[config.mk]
export PLATFORM = sky130hd
export DESIGN_NAME = dma_chain_walker
export DESIGN_NICKNAME = d
export VERILOG_FILES = /design/src/rtl/chain_walk_pkg.sv /design/src/rtl/chain_fetch.sv /design/src/rtl/chain_ctrl.sv /design/src/rtl/dma_chain_walker.sv
export SDC_FILE = /design/constraint.sdc
export NUM_CORES = 1
export LEC_CHECK = 0
export ABC_AREA = 1
export BUFFER_PORTS_ARGS = -buffer_cell sky130_fd_sc_hd__buf_4
export CORE_MARGIN = 2
export CORE_UTILIZATION = 40
export DETAILED_ROUTE_END_ITERATION = 8
export GPL_ROUTABILITY_DRIVEN = 0
export PLACE_DENSITY = 0.6
export SETUP_SLACK_MARGIN = 0.05
export SLEW_MARGIN = 10
export SYNTH_ARGS = -nofsm -noshare
export SYNTH_HDL_FRONTEND = slang
export SYNTH_HIERARCHICAL = 1
export SYNTH_SLANG_ARGS = --single-unit
[constraint.sdc]
create_clock -name clk -period 4.2 [get_ports clk]
set_input_delay 0 -clock clk [delete_from_list [all_inputs] [get_ports clk]]
set_output_delay 0 -clock clk [all_outputs]
set_load 0.02 [all_outputs]
[src/rtl/chain_walk_pkg.sv]
// chain_walk_pkg
// Shared constants and types of the descriptor chain walker.
// Assumes the fixed four-quad-word descriptor layout described in the brief.
package chain_walk_pkg;
    localparam int QW_W       = 64;               // width of one descriptor word
    localparam int DESC_QW    = 4;                // words per descriptor
    localparam int QW_IDX_W   = $clog2(DESC_QW);
    localparam int DESC_ALIGN = $clog2(DESC_QW * QW_W / 8); // 32-byte records
    localparam int CNT_W      = 32;
    localparam int CNT_LSB    = 32;               // byte count in word 2 [63:32]
    localparam int USR2_W     = 24;
    localparam int USR2_LSB   = 8;                // extra user bits in word 2 [31:8]
    localparam int TAG_W      = QW_W + USR2_W;
    localparam int FLG_WRITE  = 0;                // control byte bit positions
    localparam int FLG_LAST   = 1;
    localparam int FLG_IRQ    = 2;

    typedef enum logic [1:0] {
        WALK_IDLE  = 2'd0,
        WALK_FETCH = 2'd1,
        WALK_XFER  = 2'd2
    } walk_state_e;
endpackage

[src/rtl/chain_fetch.sv]
// chain_fetch
// Reads one descriptor of NQW words, starting at a loaded base pointer.
// Keeps a single read outstanding: the request is held with a fixed address
// until the data strobe is seen. Captured words stay stable until the next load.
// Assumes the loader never loads while a fetch is active.
module chain_fetch #(
    parameter int AW  = 64,
    parameter int DW  = 64,
    parameter int NQW = 4
) (
    input  logic              clk,
    input  logic              rst_n,
    input  logic              load_i,
    input  logic [AW-1:0]     ptr_i,
    input  logic              rvalid_i,
    input  logic [DW-1:0]     rdata_i,
    output logic              req_o,
    output logic [AW-1:0]     addr_o,
    output logic              done_o,
    output logic [NQW*DW-1:0] words_o
);
    localparam int IW       = $clog2(NQW);
    localparam int STEP_LOG = $clog2(DW / 8);

    logic          active;
    logic [IW-1:0] idx;
    logic [AW-1:0] base;
    logic          take;

    assign take   = active && rvalid_i;
    assign req_o  = active;
    assign addr_o = base + (AW'(idx) << STEP_LOG);

    // Word sequencing: start on load, step on each returned word, flag the end.
    always_ff @(posedge clk) begin
        if (!rst_n) begin
            active <= 1'b0;
            idx    <= '0;
            base   <= '0;
            done_o <= 1'b0;
        end else begin
            done_o <= 1'b0;
            if (load_i) begin
                active <= 1'b1;
                idx    <= '0;
                base   <= ptr_i;
            end else if (take) begin
                idx <= idx + 1'b1;
                if (idx == IW'(NQW - 1)) begin
                    active <= 1'b0;
                    done_o <= 1'b1;
                end
            end
        end
    end

    // One capture register per descriptor word.
    for (genvar g = 0; g < NQW; g++) begin : g_word
        always_ff @(posedge clk) begin
            if (!rst_n)
                words_o[g*DW +: DW] <= '0;
            else if (take && idx == IW'(g))
                words_o[g*DW +: DW] <= rdata_i;
        end
    end
endmodule

[src/rtl/chain_ctrl.sv]
// chain_ctrl
// Walk sequencer: idle, fetching a descriptor, or holding a transfer command.
// Decides at each boundary whether to continue, finish or stop on cancel.
// Assumes descriptor fields are stable while in the transfer state.
module chain_ctrl
    import chain_walk_pkg::*;
#(
    parameter int AW        = 64,
    parameter int ALIGN_LOG = 5
) (
    input  logic          clk,
    input  logic          rst_n,
    input  logic          start_i,
    input  logic [AW-1:0] start_addr_i,
    input  logic          cancel_i,
    input  logic          fetch_done_i,
    input  logic [AW-1:0] next_ptr_i,
    input  logic          last_i,
    input  logic          irq_en_i,
    input  logic          xfer_done_i,
    output logic          fetch_load_o,
    output logic [AW-1:0] fetch_ptr_o,
    output logic          busy_o,
    output logic          cmd_valid_o,
    output logic          chain_done_o,
    output logic          irq_o
);
    localparam logic [AW-1:0] ALIGN_MASK = ~((AW'(1) << ALIGN_LOG) - AW'(1));

    walk_state_e state, state_nxt;
    logic        cancel_pend;
    logic        cancel_now;
    logic        start_ok;
    logic        xfer_end;
    logic        go_next;

    assign cancel_now   = cancel_pend || cancel_i;
    assign start_ok     = (state == WALK_IDLE) && start_i;
    assign xfer_end     = (state == WALK_XFER) && xfer_done_i;
    assign go_next      = xfer_end && !last_i && !cancel_now;
    assign fetch_load_o = start_ok || go_next;
    assign fetch_ptr_o  = (start_ok ? start_addr_i : next_ptr_i) & ALIGN_MASK;
    assign busy_o       = (state != WALK_IDLE);
    assign cmd_valid_o  = (state == WALK_XFER);

    // Next-state choice at each boundary.
    always_comb begin
        state_nxt = state;
        unique case (state)
            WALK_IDLE:  if (start_i) state_nxt = WALK_FETCH;
            WALK_FETCH: if (fetch_done_i) state_nxt = cancel_now ? WALK_IDLE : WALK_XFER;
            WALK_XFER:  if (xfer_done_i) state_nxt = go_next ? WALK_FETCH : WALK_IDLE;
            default:    state_nxt = WALK_IDLE;
        endcase
    end

    // State register.
    always_ff @(posedge clk) begin
        if (!rst_n) state <= WALK_IDLE;
        else        state <= state_nxt;
    end

    // Pending cancel: held while busy, dropped whenever the walk returns to idle.
    always_ff @(posedge clk) begin
        if (!rst_n) cancel_pend <= 1'b0;
        else        cancel_pend <= (state != WALK_IDLE) && (state_nxt != WALK_IDLE) && cancel_now;
    end

    // Completion status and interrupt pulse.
    always_ff @(posedge clk) begin
        if (!rst_n) begin
            chain_done_o <= 1'b0;
            irq_o        <= 1'b0;
        end else begin
            irq_o <= xfer_end && last_i && irq_en_i;
            if (start_ok)
                chain_done_o <= 1'b0;
            else if (xfer_end && last_i)
                chain_done_o <= 1'b1;
        end
    end
endmodule

[src/rtl/dma_chain_walker.sv]
// dma_chain_walker
// Top of the descriptor chain walker: joins the word fetcher to the sequencer
// and slices the captured descriptor into the transfer command fields.
// Assumes 64-bit descriptor words in the fixed layout of chain_walk_pkg.
module dma_chain_walker
    import chain_walk_pkg::*;
#(
    parameter int ADDR_W = 64
) (
    input  logic              clk,
    input  logic              rst_n,
    input  logic              start_i,
    input  logic [ADDR_W-1:0] chain_addr_i,
    input  logic              cancel_i,
    output logic              rd_req_o,
    output logic [ADDR_W-1:0] rd_addr_o,
    input  logic              rd_valid_i,
    input  logic [QW_W-1:0]   rd_data_i,
    output logic              xfer_valid_o,
    output logic [QW_W-1:0]   xfer_addr_o,
    output logic [CNT_W-1:0]  xfer_bytes_o,
    output logic              xfer_write_o,
    output logic [TAG_W-1:0]  xfer_tag_o,
    input  logic              xfer_done_i,
    output logic              busy_o,
    output logic              chain_done_o,
    output logic              irq_o
);
    logic                    f_load;
    logic [ADDR_W-1:0]       f_ptr;
    logic                    f_done;
    logic [DESC_QW*QW_W-1:0] words;
    logic [QW_W-1:0]         w_addr, w_user, w_ctl, w_next;

    assign w_addr = words[0*QW_W +: QW_W];
    assign w_user = words[1*QW_W +: QW_W];
    assign w_ctl  = words[2*QW_W +: QW_W];
    assign w_next = words[3*QW_W +: QW_W];

    assign xfer_addr_o  = w_addr;
    assign xfer_bytes_o = w_ctl[CNT_LSB +: CNT_W];
    assign xfer_write_o = w_ctl[FLG_WRITE];
    assign xfer_tag_o   = {w_user, w_ctl[USR2_LSB +: USR2_W]};

    chain_fetch #(.AW(ADDR_W), .DW(QW_W), .NQW(DESC_QW)) u_fetch (
        .clk      (clk),
        .rst_n    (rst_n),
        .load_i   (f_load),
        .ptr_i    (f_ptr),
        .rvalid_i (rd_valid_i),
        .rdata_i  (rd_data_i),
        .req_o    (rd_req_o),
        .addr_o   (rd_addr_o),
        .done_o   (f_done),
        .words_o  (words)
    );

    chain_ctrl #(.AW(ADDR_W), .ALIGN_LOG(DESC_ALIGN)) u_ctrl (
        .clk          (clk),
        .rst_n        (rst_n),
        .start_i      (start_i),
        .start_addr_i (chain_addr_i),
        .cancel_i     (cancel_i),
        .fetch_done_i (f_done),
        .next_ptr_i   (w_next[ADDR_W-1:0]),
        .last_i       (w_ctl[FLG_LAST]),
        .irq_en_i     (w_ctl[FLG_IRQ]),
        .xfer_done_i  (xfer_done_i),
        .fetch_load_o (f_load),
        .fetch_ptr_o  (f_ptr),
        .busy_o       (busy_o),
        .cmd_valid_o  (xfer_valid_o),
        .chain_done_o (chain_done_o),
        .irq_o        (irq_o)
    );
endmodule

Yosys cells after proc, flatten, opt, wreduce, memory -nomap -nowiden
Cells that the tools add are included.
{"block": "totals", "input_bits": 134, "word_cells": 59, "ff_bits": 324}
{"block": "classes", "n_eq_ne": 5, "add_sub_neg": 2, "n_reduce_logical": 27, "n_bitwise": 2, "muxes": 11}
{"op": "adder 64 x 5 -> 64 bit", "n": 1}
{"op": "2-to-1 mux 64 bit", "n": 1}
{"op": "logical AND 1 bit", "n": 13}
{"op": "2-to-1 mux 2 bit", "n": 4}
{"op": "nonzero test 2 bit", "n": 4}
{"op": "== test 2 bit (second input constant)", "n": 3}
{"op": "one-hot mux 2 bit (3 select lines)", "n": 1}
{"op": "2-to-1 mux 1 bit", "n": 5}
{"op": "== test 2 x 1 -> 1 bit (second input constant)", "n": 2}
{"op": "zero test 2 bit", "n": 2}
{"op": "OR reduction 2 bit", "n": 2}
{"op": "OR reduction 3 bit", "n": 1}
{"op": "adder 2 x 1 -> 2 bit (second input constant)", "n": 1}
{"op": "zero test 1 bit", "n": 2}
{"op": "logical OR 1 bit", "n": 2}
{"op": "inverter 1 bit", "n": 2}
{"op": "AND reduction 2 bit", "n": 1}

Logic depth before layout (Yosys ltp)
{"block": "logic_depth", "word_depth": 10, "mapped_depth": 10, "mapped_depth_nobuf": 10}

Modules after synthesis
Netlist, hierarchy kept.
{"mod": "chain_fetch", "cells_per_inst": 1856, "seq_area_each_um2": 6486.2, "instances": 1, "area_each_um2": 13494.2}
{"mod": "chain_ctrl", "cells_per_inst": 234, "seq_area_each_um2": 100.1, "instances": 1, "area_each_um2": 1016.0}

Least setup slack after synthesis
No wires, ideal clock.
{"block": "synth_path", "path_kind": "flip-flop to output port", "startpoint": "register u_fetch.idx[0]", "endpoint": "output port rd_addr_o[31]", "arrival_ns": 1.971, "t_required_ns": 4.200, "setup_slack_ns": 2.229, "path_stages_with_launch": 9, "path_cell_list": "dfxtp_1 -> ha_1 -> inv_1 -> fa_1 -> inv_1 -> nand3_1 -> nor2_4 -> nand2_2 -> xnor2_1"}
{"block": "synth_via", "elab_chain_len": 1}
{"item": "start: declaration", "line": "chain_fetch.sv:26", "rtl": "logic [IW-1:0] idx;"}
{"item": "start signal: assignment", "line": "chain_fetch.sv:48", "rtl": "idx <= idx + 1'b1;"}
{"item": "adder 64 x 5 -> 64 bit", "line": "chain_fetch.sv:32", "rtl": "assign addr_o = base + (AW'(idx) << STEP_LOG);"}
{"item": "end: declaration", "line": "dma_chain_walker.sv:16", "rtl": "output logic [ADDR_W-1:0] rd_addr_o,"}
No other way between the ends.

Final worst setup path
{"block": "layout_path", "startpoint": "register u_fetch.idx[0]", "endpoint": "output port rd_addr_o[63]"}
The elaborated chain is that of the path after synthesis.

==> results.toml <==
[layout]
finalNonFillerCells = 2951
nets = 2608
final_area_mm2 = 0.0195
area.growth.synth_to_final_pct = 37.9
layout-drive-gt1-share_pct = 19.9

[detailed_routing]
drcViolationCount = 0
num_vias = 15500
drt_pre_antenna_iters = 6
viasPerCell = 5.25
first_iter_violations = 1268
wirelength_mm = 53.4
wl_per_cell_um = 18.1
ant_nets = 0

[die]
die-height_um = 192
die_width_um = 192
core-area_mm2 = 0.0347
die_area_mm2 = 0.0370
core.rowCount = 68
ios = 388
start_util_pct = 40.8

[flow_run]
maxCapViolCount = 0

[global_routing]
grt_pass1_wl_mm = 80.8
grt_max_degree = 136
grt_usage_pct = 27.8
grt.met3_usage_pct = 5.50
grt-busiest-layer = "met2"
grt-ovfl-total = 0
grt_pass1_vias = 14300
met1_usage_pct = 38.5
antenna_found_initial = 4
gr-usage-met2_pct = 43.4

[clocking]
clk_pin_slew_ns = 0.06
htreeDepth = 2
insertion_delay_ns = 0.52
cts_tree = "done"
cts_root_buf = "clkbuf_16"
clockBufferDepth = 3
numCtsBuffers = 36
clkSinkCount = 319

[synthesis]
syn_avg_cell_area_um2 = 6.91
yosysWarnings = 6
syn_inst = 2050
syn_area_mm2 = 0.0142

[sta]
setup_viol = 0
final.setup.tns_ns = 0
maxSlewViolCount = 0
slew_headroom_pct = 17.5
rsz0062_at_grt = "false"
min_period_ns = 2.80
fin_ws_ns = 1.40
hold_viol_final = 0
fin_crit_sh_pct = 66.6
worst_slew_pin_slew_ns = 1.23
fmax_mhz = 358
hold_ws_ns = 0.0115
fin_skew_ns = 0.0203

[place]
dpl.hpwl_mm = 36.9
place_inst = 2757
place_area_mm2 = 0.0171
pre_cts_slack_ns = 1.71
port_buffers = 382

[power]
power_density_mw_per_mm2 = 371
p_leak_uw = 0.00786
vdd_drop_max_mv = 0.279

[setup_path]
cp.required_ns = 4.20
start_kind = "flip-flop"
crit_path_max_incr_delay_ns = 0.49
slowest_stage = "fa_1"
reg2reg_depth = 10
crit_buf_inv = 3
crit_arrival_ns = 2.80
cp_cell_sequence = "ha_1 > inv_1 > fa_1 > inv_1 > nand3_1 > nor2_4 > nand2_2 > nor2_1 > nand2_1 > nand2_1 > buf_4"
rr_endpoint = "u_fetch/base[51]"
r2r_slack_ns = 1.69
criticalPathCategory = "reg2out"
crit_fanout = 4
crit_family = "simple AND/OR/NAND/NOR gates"
rr_startpoint = "u_ctrl/state[0]"
endpoint_kind = "primary output"

[min_path]
hp-start = "rst_n"
hold_depth = 3
hold-path-endpoint = "u_ctrl/state[0]"
hp-class = "in2reg"

[run_status]
status = "complete, no violations"
worst max-delay path by stage:
stage,endpoint,slack [ns],startpoint,cells after the start
2_1_floorplan,rd_addr_o[31],2.23,u_fetch/idx[0],8
3_3_place_gp,u_fetch/base[51],1.71,u_ctrl/state[0],10
3_5_place_dp,u_fetch/base[51],1.71,u_ctrl/state[0],10
4_1_cts,rd_addr_o[63],1.42,u_fetch/idx[0],11
5_1_grt,rd_addr_o[63],1.27,u_fetch/idx[0],11
6_report,rd_addr_o[63],1.40,u_fetch/idx[0],11
layout by cell type (no fill, tap or decap), types with 4 or more instances in the layout:
| cell | count |
|---|---|
| a21oi_1 | 277 |
| inv_1 | 51 |
| nand4_1 | 14 |
| dlygate4sd3_1 | 127 |
| diode_2 | 4 |
| nor2_2 | 12 |
| o21ai_0 | 67 |
| nor2_1 | 186 |
| clkinv_2 | 5 |
| nand2_2 | 13 |
| nor2_4 | 5 |
| buf_4 | 398 |
| dfxtp_1 | 319 |
| ha_2 | 4 |
| o21ai_1 | 12 |
| xnor2_1 | 22 |
| clkbuf_16 | 36 |
| conb_1 | 5 |
| nand3_1 | 265 |
| nand2_1 | 629 |
| xor2_1 | 9 |
| clkbuf_8 | 10 |
| clkbuf_1 | 7 |
power breakdown:
group / total (uW) / internal (uW) / switching, uW
sequential: 3190 / 3110 / 81.8
combinational: 904 / 360 / 544
clock: 3160 / 1880 / 1280
per-stage QoR:
step | util, % | total power, uW
after floorplan | - | 3670
after global placement | 49.2 | 4040
after detailed placement | 49.2 | 4050
after CTS | 56.3 | 7310
after global routing | 56.3 | 7520
final | 56.3 | 7250
tightest hold or removal path, delay by kind of cell:
family	cells	cell delay [ns]
buffers and inverters	2	0.31
AND/OR/NAND/NOR	1	0.14
sequential cells by signal, indices dropped and copies added, names as in the netlist:
register             cells
u_ctrl/state             2
u_ctrl/cancel_pend       1
u_fetch/done_o           1
u_fetch/idx              2
u_ctrl/irq_o             1
u_ctrl/chain_done_o      1
u_fetch/req_o            1
u_fetch/base            64
u_fetch/words_o        246
routing by layer:
layer	wire length (um)	vias up	part of all wire, %
met5	0	-	0
met3	4540	98	8.5
met4	1630	0	3.0
met1	23300	7230	44
met2	24000	659	45
li1	-	7510	-
layout make-up:
cell class | instances | area [um2]
sequential | 319 | 6390
multi-input combinational | 1528 | 6900
timing repair buffer | 526 | 4280
clock buffer | 53 | 1060
clock inverter | 10 | 119
fill | 3396 | 15200
inverter | 56 | 220
antenna | 4 | 10.0
tap | 455 | 569
timing repair:
item / in CTS / in global routing
gates resized for setup: 0 / 0
hold buffers: 127 / 0
hold endpoints to repair: 311 / 0
buffers inserted: 0 / 0
(Power assumes the default switching activity.)
